**src/rtl/adc_cal_pkg.sv**
```systemverilog
package adc_cal_pkg;

    typedef enum logic [1:0] {
        MODE_SIG = 2'd0,
        MODE_GND = 2'd1,
        MODE_SUP = 2'd2
    } adc_mode_e;

    typedef enum logic [2:0] {
        S_WARM,
        S_B_GND,
        S_B_SUP,
        S_B_BACK,
        S_A_GND,
        S_A_SUP,
        S_A_BACK,
        S_RUN
    } seq_st_e;

    localparam int NCH = 2;

endpackage

```
**src/rtl/cal_sched.sv**
```systemverilog
module cal_sched
    import adc_cal_pkg::*;
#(
    parameter int SETTLE = 1,
    parameter int WCW    = 24,
    parameter int GCW    = 16
) (
    input  logic           clk,
    input  logic           rst,
    input  logic           en,
    input  logic [WCW-1:0] warm_cycles,
    input  logic [GCW-1:0] cal_gap,
    input  logic           slot_done,
    output adc_mode_e      mode_a,
    output adc_mode_e      mode_b,
    output logic           keep_a,
    output logic           keep_b,
    output logic           out_sel,
    output logic           active
);

    localparam int SCW = GCW + 1;

    seq_st_e        st, st_nx;
    logic [SCW-1:0] sc;
    logic [SCW-1:0] dwell;
    logic [WCW-1:0] wcnt;
    logic           last;
    logic           cal_slot;
    logic           adv;

    // slots spent in each state
    always_comb begin
        unique case (st)
            S_B_GND, S_B_SUP, S_A_GND, S_A_SUP: dwell = SCW'(SETTLE + 1);
            S_B_BACK, S_A_BACK:                 dwell = SCW'(SETTLE);
            S_RUN:                              dwell = {1'b0, cal_gap};
            S_WARM:                             dwell = SCW'(1);
        endcase
    end

    assign last     = (sc + SCW'(1)) >= dwell;
    assign cal_slot = (sc == SCW'(SETTLE));
    assign adv      = slot_done && last;

    // next state
    always_comb begin
        st_nx = st;
        unique case (st)
            S_WARM:   if (wcnt >= warm_cycles) st_nx = S_B_GND;
            S_B_GND:  if (adv) st_nx = S_B_SUP;
            S_B_SUP:  if (adv) st_nx = S_B_BACK;
            S_B_BACK: if (adv) st_nx = S_A_GND;
            S_A_GND:  if (adv) st_nx = S_A_SUP;
            S_A_SUP:  if (adv) st_nx = S_A_BACK;
            S_A_BACK: if (adv) st_nx = (cal_gap == '0) ? S_B_GND : S_RUN;
            S_RUN:    if (adv) st_nx = S_B_GND;
        endcase
        if (!en) st_nx = S_WARM;
    end

    // state register with slot and warm-up counters
    always_ff @(posedge clk) begin
        if (rst) begin
            st   <= S_WARM;
            sc   <= '0;
            wcnt <= '0;
        end else begin
            st <= st_nx;
            if (st == S_WARM || !en)
                sc <= '0;
            else if (slot_done)
                sc <= last ? '0 : sc + SCW'(1);
            if (st == S_WARM && st_nx == S_WARM && en)
                wcnt <= wcnt + WCW'(1);
            else
                wcnt <= '0;
        end
    end

    // outputs decoded from state
    always_comb begin
        mode_a  = MODE_SIG;
        mode_b  = MODE_SIG;
        keep_a  = 1'b1;
        keep_b  = 1'b1;
        out_sel = 1'b0;
        active  = 1'b1;
        unique case (st)
            S_WARM: begin
                keep_a = 1'b0;
                keep_b = 1'b0;
                active = 1'b0;
            end
            S_B_GND: begin
                mode_b = MODE_GND;
                keep_b = cal_slot;
            end
            S_B_SUP: begin
                mode_b = MODE_SUP;
                keep_b = cal_slot;
            end
            S_B_BACK: keep_b = 1'b0;
            S_A_GND: begin
                mode_a  = MODE_GND;
                keep_a  = cal_slot;
                out_sel = 1'b1;
            end
            S_A_SUP: begin
                mode_a  = MODE_SUP;
                keep_a  = cal_slot;
                out_sel = 1'b1;
            end
            S_A_BACK: begin
                keep_a  = 1'b0;
                out_sel = 1'b1;
            end
            S_RUN: ;
        endcase
    end

    AST_ONE_SIG: assert property (@(posedge clk) disable iff (rst)
        (mode_a == MODE_SIG) || (mode_b == MODE_SIG));

    AST_OUT_CH_SIG: assert property (@(posedge clk) disable iff (rst)
        active |-> ((out_sel ? mode_b : mode_a) == MODE_SIG)
                   && (out_sel ? keep_b : keep_a));

    AST_B_GND_TO_SUP: assert property (@(posedge clk) disable iff (rst)
        (en && $past(st) == S_B_GND && st != S_B_GND) |-> st == S_B_SUP);

    AST_A_GND_TO_SUP: assert property (@(posedge clk) disable iff (rst)
        (en && $past(st) == S_A_GND && st != S_A_GND) |-> st == S_A_SUP);

    AST_B_SETTLE: assert property (@(posedge clk) disable iff (rst)
        (mode_b != $past(mode_b)) |-> !keep_b);

    AST_A_SETTLE: assert property (@(posedge clk) disable iff (rst)
        (mode_a != $past(mode_a)) |-> !keep_a);

    AST_WARM_QUIET: assert property (@(posedge clk) disable iff (rst)
        (st == S_WARM) |-> (!keep_a && !keep_b && mode_a == MODE_SIG
                            && mode_b == MODE_SIG));

endmodule

```
**src/rtl/cal_store.sv**
```systemverilog
module cal_store #(
    parameter int W    = 16,
    parameter int G_LO = 9000,
    parameter int G_HI = 14000,
    parameter int V_LO = 52000,
    parameter int V_HI = 57000
) (
    input  logic         clk,
    input  logic         clr,
    input  logic         wr_gnd,
    input  logic         wr_sup,
    input  logic [W-1:0] din,
    output logic [W-1:0] gnd_val,
    output logic [W-1:0] sup_val,
    output logic         ready,
    output logic         err
);

    localparam logic [W-1:0] GLO = W'(G_LO);
    localparam logic [W-1:0] GHI = W'(G_HI);
    localparam logic [W-1:0] VLO = W'(V_LO);
    localparam logic [W-1:0] VHI = W'(V_HI);

    logic have_g, have_v;
    logic g_ok, v_ok;

    assign g_ok  = (din >= GLO) && (din <= GHI);
    assign v_ok  = (din >= VLO) && (din <= VHI);
    assign ready = have_g && have_v;

    always_ff @(posedge clk) begin
        if (clr) begin
            gnd_val <= '0;
            sup_val <= '0;
            have_g  <= 1'b0;
            have_v  <= 1'b0;
            err     <= 1'b0;
        end else begin
            err <= 1'b0;
            if (wr_gnd) begin
                if (g_ok) begin
                    gnd_val <= din;
                    have_g  <= 1'b1;
                end else begin
                    err <= 1'b1;
                end
            end
            if (wr_sup) begin
                if (v_ok) begin
                    sup_val <= din;
                    have_v  <= 1'b1;
                end else begin
                    err <= 1'b1;
                end
            end
        end
    end

    AST_GND_IN_WINDOW: assert property (@(posedge clk) disable iff (clr)
        have_g |-> (gnd_val >= GLO && gnd_val <= GHI));

    AST_SUP_IN_WINDOW: assert property (@(posedge clk) disable iff (clr)
        have_v |-> (sup_val >= VLO && sup_val <= VHI));

    AST_ERR_NO_STORE: assert property (@(posedge clk) disable iff (clr)
        err |-> ($stable(gnd_val) && $stable(sup_val)));

endmodule

```
**src/rtl/norm_div.sv**
```systemverilog
module norm_div #(
    parameter int W = 16
) (
    input  logic         clk,
    input  logic         clr,
    input  logic         go,
    input  logic [W-1:0] sig,
    input  logic [W-1:0] gnd,
    input  logic [W-1:0] sup,
    input  logic         tag_in,
    output logic         out_vld,
    output logic [W-1:0] out_q,
    output logic         out_tag
);

    localparam int CNTW = $clog2(W + 1);

    logic [W-1:0]    diff, den_in;
    logic [W-1:0]    rem, den, quo;
    logic [W:0]      shifted;
    logic            ge;
    logic [W-1:0]    rem_nx;
    logic [CNTW-1:0] cnt;
    logic            busy, sat, tag;

    assign diff    = (sig > gnd) ? sig - gnd : '0;
    assign den_in  = sup - gnd;
    assign shifted = {rem, 1'b0};
    assign ge      = shifted >= {1'b0, den};
    assign rem_nx  = ge ? W'(shifted - {1'b0, den}) : shifted[W-1:0];

    always_ff @(posedge clk) begin
        if (clr) begin
            busy    <= 1'b0;
            cnt     <= '0;
            rem     <= '0;
            den     <= '0;
            quo     <= '0;
            sat     <= 1'b0;
            tag     <= 1'b0;
            out_vld <= 1'b0;
            out_q   <= '0;
            out_tag <= 1'b0;
        end else begin
            out_vld <= 1'b0;
            if (go) begin
                rem  <= diff;
                den  <= den_in;
                sat  <= diff >= den_in;
                quo  <= '0;
                cnt  <= CNTW'(W);
                busy <= 1'b1;
                tag  <= tag_in;
            end else if (busy) begin
                rem <= rem_nx;
                quo <= {quo[W-2:0], ge};
                cnt <= cnt - CNTW'(1);
                if (cnt == CNTW'(1)) begin
                    busy    <= 1'b0;
                    out_vld <= 1'b1;
                    out_q   <= sat ? '1 : {quo[W-2:0], ge};
                    out_tag <= tag;
                end
            end
        end
    end

    AST_DIV_FREE: assert property (@(posedge clk) disable iff (clr)
        go |-> !busy);

    AST_DEN_POSITIVE: assert property (@(posedge clk) disable iff (clr)
        go |-> (sup > gnd));

    AST_DIV_DONE: assert property (@(posedge clk) disable iff (clr)
        out_vld |-> ($past(busy) && !busy));

endmodule

```
**src/rtl/adc_pair_cal_seq.sv**
```systemverilog
module adc_pair_cal_seq
    import adc_cal_pkg::*;
#(
    parameter int W      = 16,
    parameter int SETTLE = 1,
    parameter int WCW    = 24,
    parameter int GCW    = 16,
    parameter int G_LO   = 9000,
    parameter int G_HI   = 14000,
    parameter int V_LO   = 52000,
    parameter int V_HI   = 57000
) (
    input  logic           clk,
    input  logic           rst,
    input  logic           en,
    input  logic [WCW-1:0] warm_cycles,
    input  logic [GCW-1:0] cal_gap,
    input  logic           a_stb,
    input  logic [W-1:0]   a_data,
    input  logic           b_stb,
    input  logic [W-1:0]   b_data,
    output logic [1:0]     mode_a,
    output logic [1:0]     mode_b,
    output logic           out_vld,
    output logic [W-1:0]   out_data,
    output logic           out_ch,
    output logic [1:0]     cal_err
);

    adc_mode_e        md_a, md_b;
    logic             keep_a, keep_b, out_sel, active;
    logic             clr;
    logic [NCH-1:0]   stb, keep, got, take, wr_g, wr_v, rdy;
    logic [1:0]       md  [NCH];
    logic [W-1:0]     dat [NCH];
    logic [W-1:0]     gv  [NCH];
    logic [W-1:0]     sv  [NCH];
    logic             slot_done;
    logic             go;

    assign clr    = rst || !en;
    assign mode_a = md_a;
    assign mode_b = md_b;

    assign stb    = {b_stb, a_stb};
    assign keep   = {keep_b, keep_a};
    assign md[0]  = md_a;
    assign md[1]  = md_b;
    assign dat[0] = a_data;
    assign dat[1] = b_data;

    assign take      = stb & ~got & {NCH{active}};
    assign slot_done = active && (got[0] || take[0]) && (got[1] || take[1]);

    always_ff @(posedge clk) begin
        if (clr || !active || slot_done)
            got <= '0;
        else
            got <= got | take;
    end

    cal_sched #(
        .SETTLE (SETTLE),
        .WCW    (WCW),
        .GCW    (GCW)
    ) u_sched (
        .clk         (clk),
        .rst         (rst),
        .en          (en),
        .warm_cycles (warm_cycles),
        .cal_gap     (cal_gap),
        .slot_done   (slot_done),
        .mode_a      (md_a),
        .mode_b      (md_b),
        .keep_a      (keep_a),
        .keep_b      (keep_b),
        .out_sel     (out_sel),
        .active      (active)
    );

    for (genvar i = 0; i < NCH; i++) begin : g_ch
        assign wr_g[i] = take[i] && keep[i] && (md[i] == MODE_GND);
        assign wr_v[i] = take[i] && keep[i] && (md[i] == MODE_SUP);

        cal_store #(
            .W    (W),
            .G_LO (G_LO),
            .G_HI (G_HI),
            .V_LO (V_LO),
            .V_HI (V_HI)
        ) u_store (
            .clk     (clk),
            .clr     (clr),
            .wr_gnd  (wr_g[i]),
            .wr_sup  (wr_v[i]),
            .din     (dat[i]),
            .gnd_val (gv[i]),
            .sup_val (sv[i]),
            .ready   (rdy[i]),
            .err     (cal_err[i])
        );

        AST_DISCARD_KEEPS_CAL: assert property (@(posedge clk) disable iff (clr)
            (take[i] && !keep[i]) |=> ($stable(gv[i]) && $stable(sv[i])));
    end

    assign go = take[out_sel] && keep[out_sel]
             && (md[out_sel] == MODE_SIG) && rdy[out_sel];

    norm_div #(
        .W (W)
    ) u_div (
        .clk     (clk),
        .clr     (clr),
        .go      (go),
        .sig     (dat[out_sel]),
        .gnd     (gv[out_sel]),
        .sup     (sv[out_sel]),
        .tag_in  (out_sel),
        .out_vld (out_vld),
        .out_q   (out_data),
        .out_tag (out_ch)
    );

    AST_OUT_NEEDS_CAL: assert property (@(posedge clk) disable iff (clr)
        out_vld |-> rdy[out_ch]);

    AST_WARM_NO_TAKE: assert property (@(posedge clk) disable iff (rst)
        !active |-> (wr_g == '0 && wr_v == '0 && !go));

endmodule

```
**config.mk**
```make
export PLATFORM = sky130hd
export DESIGN_NAME = adc_pair_cal_seq
export DESIGN_NICKNAME = d
export VERILOG_FILES = /design/src/rtl/adc_cal_pkg.sv /design/src/rtl/cal_sched.sv /design/src/rtl/cal_store.sv /design/src/rtl/norm_div.sv /design/src/rtl/adc_pair_cal_seq.sv
export SDC_FILE = /design/constraint.sdc
export NUM_CORES = 1
export LEC_CHECK = 0
export BUFFER_PORTS_ARGS = -buffer_cell sky130_fd_sc_hd__buf_4
export CAP_MARGIN = 25
export CORE_MARGIN = 2
export CORE_UTILIZATION = 55
export CTS_CLUSTER_DIAMETER = 150
export DETAILED_ROUTE_END_ITERATION = 10
export PLACE_DENSITY_LB_ADDON = 0.12
export SYNTH_ARGS = -nofsm -noshare
export SYNTH_HDL_FRONTEND = slang
export SYNTH_SLANG_ARGS = --single-unit
```
**constraint.sdc**
```tcl
create_clock -name clk -period 6.3 [get_ports clk]
set_input_delay 0.315 -clock clk [delete_from_list [all_inputs] [get_ports clk]]
set_output_delay 0.315 -clock clk [all_outputs]
set_load 0.01 [all_outputs]
```
=== Word-level counts from Yosys, hierarchy flattened ===
Index checks and enable logic that the tools add are counted.

* Bits in registers: 189
* Input port bits: 77
* Output and inout bits: 24
* Logic and storage cells: 171

* Add/sub/neg operators: 6
* Bitwise gates (word level): 8
* Reductions and logical operators: 48
* Magnitude comparators: 15
* Mux-type cells: 56
* Equal/unequal tests: 13

{| class="wikitable"
|+ Operator list
! cell !! count
|-
| $mux W16 || 14
|-
| $pmux W17 S3 || 1
|-
| $sub A16 B16 Y16 || 3
|-
| $ge A16 B14 Y1 const B || 2
|-
| $ge A16 B16 Y1 const B || 2
|-
| $le A16 B14 Y1 const B || 2
|-
| $le A16 B16 Y1 const B || 2
|-
| $mux W3 || 10
|-
| $add A24 B1 Y24 const B || 1
|-
| $ge A24 B24 Y1 || 1
|-
| $pmux W3 S8 || 1
|-
| $logic_and A1 B1 Y1 || 20
|-
| $mux W1 || 20
|-
| $add A17 B1 Y17 const B || 1
|-
| $eq A17 B1 Y1 const B || 1
|-
| $ge A17 B16 Y1 || 1
|-
| $ge A17 B17 Y1 || 1
|-
| $mux W17 || 1
|-
| $ge A16 B16 Y1 || 1
|-
| $gt A16 B16 Y1 || 1
|-
| $logic_not A16 Y1 || 1
|-
| $reduce_or A2 Y1 || 7
|-
| $eq A3 B3 Y1 const B || 4
|-
| $mux W5 || 2
|-
| 25 further kinds || 46
|}

=== Logic depth before layout (Yosys ltp) ===
Gate-level depths: netlist of run 1.

* Depth after elaboration: 15
* Gate-level depth with buffers: 23
* Gate-level depth less buffers: 20

=== Hierarchy ===
From an unflattened synthesis of run 1, not the netlist that was laid out.

* Cells, all modules: 1,559
* Area total of the unflattened synthesis: 12,829.8 µm²

{| class="wikitable"
|+ Modules (own cells, without submodules)
! module !! instances !! sequential area each (µm²) !! area an instance (µm²) !! cells each
|-
| norm_div || 1 || 1,461.4 || 5,554.1 || 686
|-
| cal_sched || 1 || 880.8 || 3,447.1 || 435
|-
| cal_store || 2 || 700.7 || 1,551.5 || 183
|-
| adc_pair_cal_seq || 1 || 40.0 || 725.7 || 72
|}

=== Worst setup path before layout of run 1 ===
OpenSTA, ideal clock, no wires.

* Path type: flip-flop to flip-flop
* Start point: register u_sched.st[0]
* End point: register u_div.sat
* Clock period less this slack: 5.392 ns
* Setup time: 0.132 ns
* Required time: 6.168 ns
* Path slack: 0.908 ns
* Data arrival time: 5.259 ns
* Cell stages (with the launch flop): 24
* Buffers on the path: 3
* Cell sequence: dfxtp_1 > buf_2 > a21boi_1 > clkbuf_1 > clkbuf_1 > mux2_2 > ha_1 > fa_1 > and2b_1 > o31a_1 > o22ai_1 > o311a_1 > o31ai_1 > a21oi_1 > or2_2 > ha_1 > nand2b_1 > a21o_1 > a21o_1 > a21o_1 > a21oi_1 > o21ai_0 > a41oi_1 > nor4_1

* Cells in the longest elaborated chain, start to end: 10
* Elaborated cells on any way between the ends: 47
* Classes of those cells: 2 x add/sub; 2 x order compare; 6 x eq/ne; 25 x mux; 2 x bitwise; 10 x reduce/logical

{| class="wikitable"
|+ RTL lines
! element !! line !! RTL
|-
| start: declaration || cal_sched.sv:24 || <nowiki>seq_st_e st, st_nx;</nowiki>
|-
| start signal: assignment || cal_sched.sv:69 || <nowiki>st <= st_nx;</nowiki>
|-
| $eq A3 B3 Y1 || cal_sched.sv:89 || <nowiki>unique case (st)</nowiki>
|-
| $reduce_or A3 Y1 (no source line) || -- ||
|-
| $mux W1 || cal_sched.sv:89 ||
|-
| $not A1 Y2 (not written as such) || -- ||
|-
| $mux W16 (not written as such), or another cell as far along (3 in a row) || adc_pair_cal_seq.sv:116 || <nowiki>.sig (dat[out_sel]),</nowiki>
|-
| $sub A16 B16 Y16, or another cell as far along || norm_div.sv:26 || <nowiki>assign diff = (sig > gnd) ? sig - gnd : '0;</nowiki>
|-
| $mux W16 or $logic_and A1 B1 Y1 (tied branches) || norm_div.sv:26, adc_pair_cal_seq.sv:108 ||
|-
| $ge A16 B16 Y1 or $logic_and A1 B1 Y1 (tied branches) || norm_div.sv:49, adc_pair_cal_seq.sv:108 ||
|-
| end signal: assignment || norm_div.sv:49 || <nowiki>sat <= diff >= den_in;</nowiki>
|-
| end: declaration || norm_div.sv:24 || <nowiki>logic busy, sat, tag;</nowiki>
|}

Several ways; a longest one is shown, not always the timed one. The select of a mux whose other input is x is not followed.
A chain may end at the register's enable or synchronous reset.

=== Final worst setup path of run 1 ===
* Start point: register u_sched.st[2]
* End point: register u_div.sat

Same word-level chain as after synthesis.

==> flow_metrics.env, run 1 <==
export IMPL_outcome="completed"
export IMPL_clock_latency_ns=0.44
export IMPL_postCtsSetupBuffers=0
export IMPL_grt_util_all_layers=0.263
export IMPL_viasPerCell=5.78
export IMPL_antenna_cells=0
export IMPL_path_clk_slew_ns=0.08
export IMPL_worstPathCellList="a21boi_4 > buf_4 > mux2_2 > ha_1 > and2b_1 > o31a_1 > o22ai_1 > o311a_1 > o31ai_1 > a21oi_1 > or2_2 > ha_1 > nand2b_1 > a21o_1 > a21o_1 > a21o_1 > a21oi_1 > o21ai_0 > a41oi_1 > nor4_1"
export IMPL_grt_pass1_vias=9635
export IMPL_fill_cells=1971
export IMPL_dpl_instance_area_um2=12900
export IMPL_first_pass_iters=7
export IMPL_crit_type="reg2reg"
export IMPL_min_delay_start="b_stb"
export IMPL_hpwl_um=22000
export IMPL_yosys_warnings=0
export IMPL_ys_types=72
export IMPL_cts_tree="built"
export IMPL_hold_path_class="in2reg"
export IMPL_via_count=10300
export IMPL_crit_path_frequent_cell="a21o_1"
export IMPL_synth_ff_type="dfxtp_1"
export IMPL_cp_end_kind="flip-flop"
export IMPL_clock_skew_ns=0.0177
export IMPL_wire_per_inst_um=16.6
export IMPL_worstPathArrival_ns=5.87
export IMPL_start_util=0.555
export IMPL_syn_inst=1422
export IMPL_clock_sinks=189
export IMPL_worstReg2RegEnd="u_div.sat"
export IMPL_rrSetupSlack_ns=0.72
export IMPL_finalSetupViolations=0
export IMPL_grt_max_degree=59
export IMPL_critPathRequiredTime_ns=6.59
export IMPL_final_cell_mix="nor2_1, dfxtp_1, buf_4"
export IMPL_max_freq_mhz=179
export IMPL_grt_pass1_wl_um=48300
export IMPL_fp_dieArea_um2=23000
export IMPL_cpPeakStageDelay_ns=0.59
export IMPL_p_leak_nw=5.54
export IMPL_hold_viol_final=0
export IMPL_maxSlewViolCount=0
export IMPL_cap_violations=0
export IMPL_overflow=0
export IMPL_vdd_drop_max_v=0.000166
export IMPL_fin_crit_sh=0.885
export IMPL_crit_fanout=27
export IMPL_pin_count=101
export IMPL_drtIter0Drc=702
export IMPL_areaGrowthSynthToFinish_pct=13.5
export IMPL_antenna_found_initial=0
export IMPL_root_buffer="clkbuf_16"
export IMPL_htreeDepth=4
export IMPL_r2r_start="u_sched.st[2]"
export IMPL_tightestPinTransition_ns=1.04
export IMPL_clk_path_buf_depth=2
export IMPL_routed_wirelength_um=29700
export IMPL_total_power_mw=2.50
export IMPL_yosys_register_bits=189
export IMPL_r2r_cells=20
export IMPL_holdPathEnd="got[1]"
export IMPL_async_flop_share=0
export IMPL_min_period_ns=5.58
export IMPL_dieWidth_um=152
export IMPL_antenna_left=0
export IMPL_die_h_um=152
export IMPL_cp_start_kind="flip-flop"
export IMPL_coreArea_um2=21600
export IMPL_powerDensity_nw_per_um2=184
export IMPL_whs_ns=0.137
export IMPL_rsz0062_at_grt="no"
export IMPL_syn_nets=1610
export IMPL_fin_area_um2=13600
export IMPL_synth_seq_area_share=0.315
export IMPL_gp_congestion=0.848
export IMPL_relSlewSlack=0.309
export IMPL_fin_nets=1681
export IMPL_layout_commonest_cell="nor2_1"
export IMPL_setup_tns_ns=0
export IMPL_synth_area_um2=12000
export IMPL_synth_edf_count=0
export IMPL_cts_hold_buf=0
export IMPL_cts_inserted_buffers=17
export IMPL_avgSynthCellArea_um2=8.43
export IMPL_rows=54
export IMPL_drive_above_1_share=0.131
export IMPL_drcViolationCount=0
export IMPL_hold_depth=3
export IMPL_cp_slowest_cell="dfxtp_1"
export IMPL_ctsResizeCount=0
export IMPL_numPortBuffers=100
==> Yosys cell counts, types with 4 or more instances <==
library cell	instances	share of area
buf_4	5	0.0031
o31ai_1	5	0.0031
mux2_2	32	0.030
mux2i_1	96	0.080
o21ai_0	38	0.016
nor4b_1	4	0.0029
nor4_1	13	0.0068
nand2b_1	20	0.010
o21a_1	16	0.010
o41ai_1	4	0.0029
xor2_1	37	0.027
a31oi_1	14	0.0073
nand4_1	22	0.011
or3_1	4	0.0021
o22ai_1	6	0.0031
nand2_1	69	0.022
ha_1	108	0.11
a211oi_1	32	0.020
inv_1	73	0.023
nor2_1	239	0.075
o211ai_1	6	0.0038
and3_1	10	0.0052
o31a_1	4	0.0029
dfxtp_1	189	0.32
nand3_1	29	0.012
a21o_1	29	0.018
nor2b_1	18	0.0094
and2_1	8	0.0042
a22o_1	17	0.012
o21bai_1	4	0.0025
buf_2	12	0.0050
and4_1	6	0.0044
nor3_1	31	0.013
or2_2	6	0.0031
clkbuf_1	41	0.013
xnor2_1	39	0.028
a21oi_1	80	0.033
or4_1	5	0.0031
==> metal layers <==
metal / track usage / part of all wire
met1: 0.375 / 0.50
met2: 0.416 / 0.44
met3: 0.0356 / 0.045
met4: 0.0722 / 0.012
met5: 0 / 0
==> per-stage QoR <==
step / utilization / instances / worst slack, ns
4_1_cts: 0.626 / 1783 / 0.830
3_5_place_dp: 0.598 / 1751 / 0.850
6_report: 0.629 / 1786 / 0.724
3_3_place_gp: 0.597 / 1750 / 0.964
5_1_grt: 0.629 / 1786 / 0.494
2_1_floorplan: - / 1422 / 0.908
==> registers in the layout, indices dropped and copies added (netlist names), 5 cells and up <==
name                  flops
u_div.den                16
u_div.quo                15
u_sched.sc               17
g_ch.u_store.gnd_val     32
u_sched.wcnt             24
u_div.out_q              16
g_ch.u_store.sup_val     32
u_div.cnt                 5
u_div.rem                16
==> area by class of cell <==
cell class / instances / area [µm²] / area share
Clock buffer: 17 / 425 / 0.0313
Clock inverter: 15 / 186 / 0.0137
Inverter: 73 / 274 / 0.0201
Multi-Input combinational cell: 1098 / 7680 / 0.564
Sequential cell: 189 / 3780 / 0.278
Tap cell: 280 / 350 / 0.0257
Timing Repair Buffer: 114 / 907 / 0.0667
==> kinds of logic (layout without fill, tap and decap cells) <==
family | count (synthesis) | in the layout | synth area share
AOI/OAI and AO/OA | 286 | 286 | 0.161
xor gates and xnor gates | 76 | 76 | 0.0555
adders and majority gates | 111 | 111 | 0.118
buffers and inverters | 135 | 219 | 0.0457
DFF | 189 | 189 | 0.315
muxes | 128 | 128 | 0.110
and+or+nand+nor | 497 | 497 | 0.194
==> worst max-delay path by stage <==
stage | from | to | cells past startpoint
global route | u_sched.st[2] | u_div.sat | 18
CTS | u_sched.st[2] | u_div.sat | 20
detailed placement | u_sched.st[2] | u_div.sat | 20
global placement | u_sched.st[2] | u_div.sat | 20
finish | u_sched.st[2] | u_div.sat | 20
floorplan | u_sched.st[0] | u_div.sat | 23
==> power breakdown <==
part | total, mW | internal, mW | switching, mW
Sequential | 1.19 | 1.19 | 0.000588
Clock | 1.11 | 0.544 | 0.564
Combinational | 0.202 | 0.0886 | 0.114
Total | 2.50 | 1.83 | 0.678
==> worst max-delay path: cells and delay by family, from the launching register on <==
family	cells	cell delay (ns)
and+or+nand+nor	4	0.71
adders and majority gates	2	0.62
AOI/OAI and AO/OA	12	2.67
muxes	1	0.38
buffers and inverters	1	0.44
DFF	1	0.59
(Power assumes the default switching activity.)
==> run 2, diff against run 1 <==
--- a/config.mk
+++ b/config.mk
@@ -14,4 +14,5 @@
 export PLACE_DENSITY_LB_ADDON = 0.12
 export SYNTH_ARGS = -nofsm -noshare
 export SYNTH_HDL_FRONTEND = slang
+export SYNTH_HIERARCHICAL = 1
 export SYNTH_SLANG_ARGS = --single-unit
==> flow_metrics.env, run 2 <==
export IMPL_fin_area_um2=14200
export IMPL_final_cells=1924
export IMPL_antenna_left=0
export IMPL_layout_commonest_cell="dfxtp_1"
export IMPL_min_delay_start="a_stb"
export IMPL_rsz0062_at_grt="no"
export IMPL_hold_viol_final=0
export IMPL_grt_pass1_vias=10700
export IMPL_grt_util_all_layers=0.277
export IMPL_fin_crit_sh=0.896
export IMPL_fin_nets=1786
export IMPL_relSlewSlack=0.365
export IMPL_cp_slowest_cell="dfxtp_1"
export IMPL_clock_sinks=189
export IMPL_worstPathArrival_ns=5.96
export IMPL_drcViolationCount=0
export IMPL_antenna_found_initial=0
export IMPL_cp_end_kind="flip-flop"
export IMPL_root_buffer="clkbuf_16"
export IMPL_first_pass_iters=6
export IMPL_clock_skew_ns=0.0143
export IMPL_max_freq_mhz=177
export IMPL_overflow=0
export IMPL_p_leak_nw=5.36
export IMPL_setup_tns_ns=0
export IMPL_tightestPinTransition_ns=0.952
export IMPL_areaGrowthSynthToFinish_pct=11.1
export IMPL_gp_congestion=0.917
export IMPL_numPortBuffers=100
export IMPL_viasPerCell=5.98
export IMPL_cts_hold_buf=0
export IMPL_routed_wirelength_um=33700
export IMPL_antenna_cells=0
export IMPL_hpwl_um=24800
export IMPL_via_count=11500
export IMPL_cp_start_kind="flip-flop"
export IMPL_crit_fanout=29
export IMPL_drive_above_1_share=0.149
export IMPL_wire_per_inst_um=17.5
export IMPL_grt_max_degree=81
export IMPL_start_util=0.563
export IMPL_avgSynthCellArea_um2=8.23
export IMPL_fill_cells=2069
export IMPL_clk_path_buf_depth=2
export IMPL_synth_most_common_cell="dfxtp_1"
export IMPL_fp_dieArea_um2=24600
export IMPL_critPathRequiredTime_ns=6.61
export IMPL_grt_pass1_wl_um=54700
export IMPL_r2r_cells=21
export IMPL_async_flop_share=0
export IMPL_coreArea_um2=22800
export IMPL_ys_types=92
export IMPL_synth_ff_type="dfxtp_1"
export IMPL_dieWidth_um=157
export IMPL_outcome="completed"
export IMPL_yosysTopAreaCell="dfxtp_1"
export IMPL_worstReg2RegEnd="u_div/sat"
export IMPL_worstPathCellList="inv_1 > a21oi_4 > buf_4 > mux2_2 > fa_1 > a21o_1 > a21oi_2 > or2_1 > a31oi_1 > o41ai_2 > o21a_2 > or2_2 > ha_1 > nand2b_1 > a21o_1 > a21oi_1 > o21ai_0 > a311oi_1 > o31ai_1 > a221oi_1 > o31ai_1"
export IMPL_final_cell_mix="dfxtp_1, nor2_1, a21oi_1"
export IMPL_htreeDepth=4
export IMPL_postCtsSetupBuffers=0
export IMPL_synth_edf_count=0
export IMPL_synthTopCellsByArea="dfxtp_1, ha_1, a21oi_1"
export IMPL_crit_type="reg2reg"
export IMPL_drtIter0Drc=733
export IMPL_dpl_cell_count=1890
export IMPL_rrSetupSlack_ns=0.65
export IMPL_die_h_um=157
export IMPL_ctsResizeCount=0
export IMPL_synth_commonest_cells="dfxtp_1, nor2_1, a21oi_1"
export IMPL_pin_count=101
export IMPL_cts_inserted_buffers=17
export IMPL_r2r_start="u_sched/st[2]"
export IMPL_worstSetupStartpoint="u_sched/st[2]"
export IMPL_yosysTopAreaCellShare=0.295
export IMPL_powerDensity_nw_per_um2=179
export IMPL_cpPeakStageDelay_ns=0.60
export IMPL_cap_violations=0
export IMPL_vdd_drop_max_v=0.000166
export IMPL_cts_tree="built"
export IMPL_yosys_register_bits=189
export IMPL_hold_path_class="in2reg"
export IMPL_finalSetupViolations=0
export IMPL_dpl_instance_area_um2=13600
export IMPL_syn_nets=1747
export IMPL_clock_latency_ns=0.45
export IMPL_synth_area_um2=12800
export IMPL_synth_seq_area_share=0.295
export IMPL_maxSlewViolCount=0
export IMPL_syn_inst=1559
export IMPL_rows=55
export IMPL_largest_registers="g_ch.u_store/gnd_val: 32 flops, g_ch.u_store/sup_val: 32 flops, u_sched/wcnt: 24 flops"
export IMPL_fin_util=0.626
export IMPL_endpoint="u_div/sat"
export IMPL_path_clk_slew_ns=0.08
export IMPL_yosys_warnings=6
export IMPL_min_period_ns=5.65
[run 2: cell types whose count changed after synthesis, moves of 16 or more]
cell / delta
mux2_2: +19
a22o_1: -16
o21ai_0: +51
nand2_1: +29
nand3_1: +71
mux2i_1: -65
a211oi_1: -19
nor2_1: -106
a21oi_1: +51
nor3_1: +36
[run 2: final cells by class]
cell class | count | area [µm²] | area share
clock buffer | 17 | 425 | 0.0299
sequential | 189 | 3780 | 0.266
multi-input combinational | 1202 | 8320 | 0.584
timing repair buffer | 107 | 820 | 0.0575
inverter | 81 | 304 | 0.0213
clock inverter | 15 | 204 | 0.0143
tap | 313 | 392 | 0.0275
[run 2: worst min path at each step]
stage / slack [ns] / cells after the start / endpoint
after floorplan: 0.39 / 1 / got[0]
after global placement: 0.43 / 1 / got[1]
after detailed placement: 0.45 / 1 / got[1]
after CTS: 0.05 / 2 / got[1]
after global routing: 0.05 / 2 / got[1]
final: 0.07 / 2 / got[1]
[run 2: layer usage]
layer,part of all wire,wire [µm],track usage
met2,0.47,15900,0.460
met5,0,0,0
met3,0.054,1840,0.0399
met4,0.024,808,0.0896
met1,0.45,15200,0.371
[run 2: per-stage QoR]
stage	total power, mW	setup slack [ns]	hold WS, ns
finish	2.55	0.654	0.0661
global route	2.64	0.307	0.0487
global placement	1.44	0.893	0.435
floorplan	1.36	1.46	0.392
detailed placement	1.45	0.790	0.445
CTS	2.56	0.726	0.0489
[run 2: where the power goes]
group / switching, mW / leakage (nW) / internal (mW)
Sequential: 0.000859 / 1.52 / 1.19
Clock: 0.573 / 0.303 / 0.550
Combinational: 0.141 / 3.53 / 0.0905
Total: 0.714 / 5.36 / 1.83
[run 2: worst max-delay path: cells and delay by family (launching register included)]
kind,cells,cell delay (ns)
adder cells (fa/ha/maj),2,0.67
AO/OA/AOI/OAI,13,2.75
multiplexers,1,0.42
flip-flops,1,0.60
buffers and inverters,2,0.62
AND/OR/NAND/NOR,3,0.46
[run 2: cells by family (layout without fill, tap and decap cells)]
kind of cell	Yosys count	count (layout)	share of synthesized area
compound gates	371	371	0.185
xor+xnor	79	79	0.0539
fa+ha+maj	111	111	0.110
buf+inv	168	220	0.0584
flops	189	189	0.295
mux	83	83	0.0701
simple gates	558	558	0.228
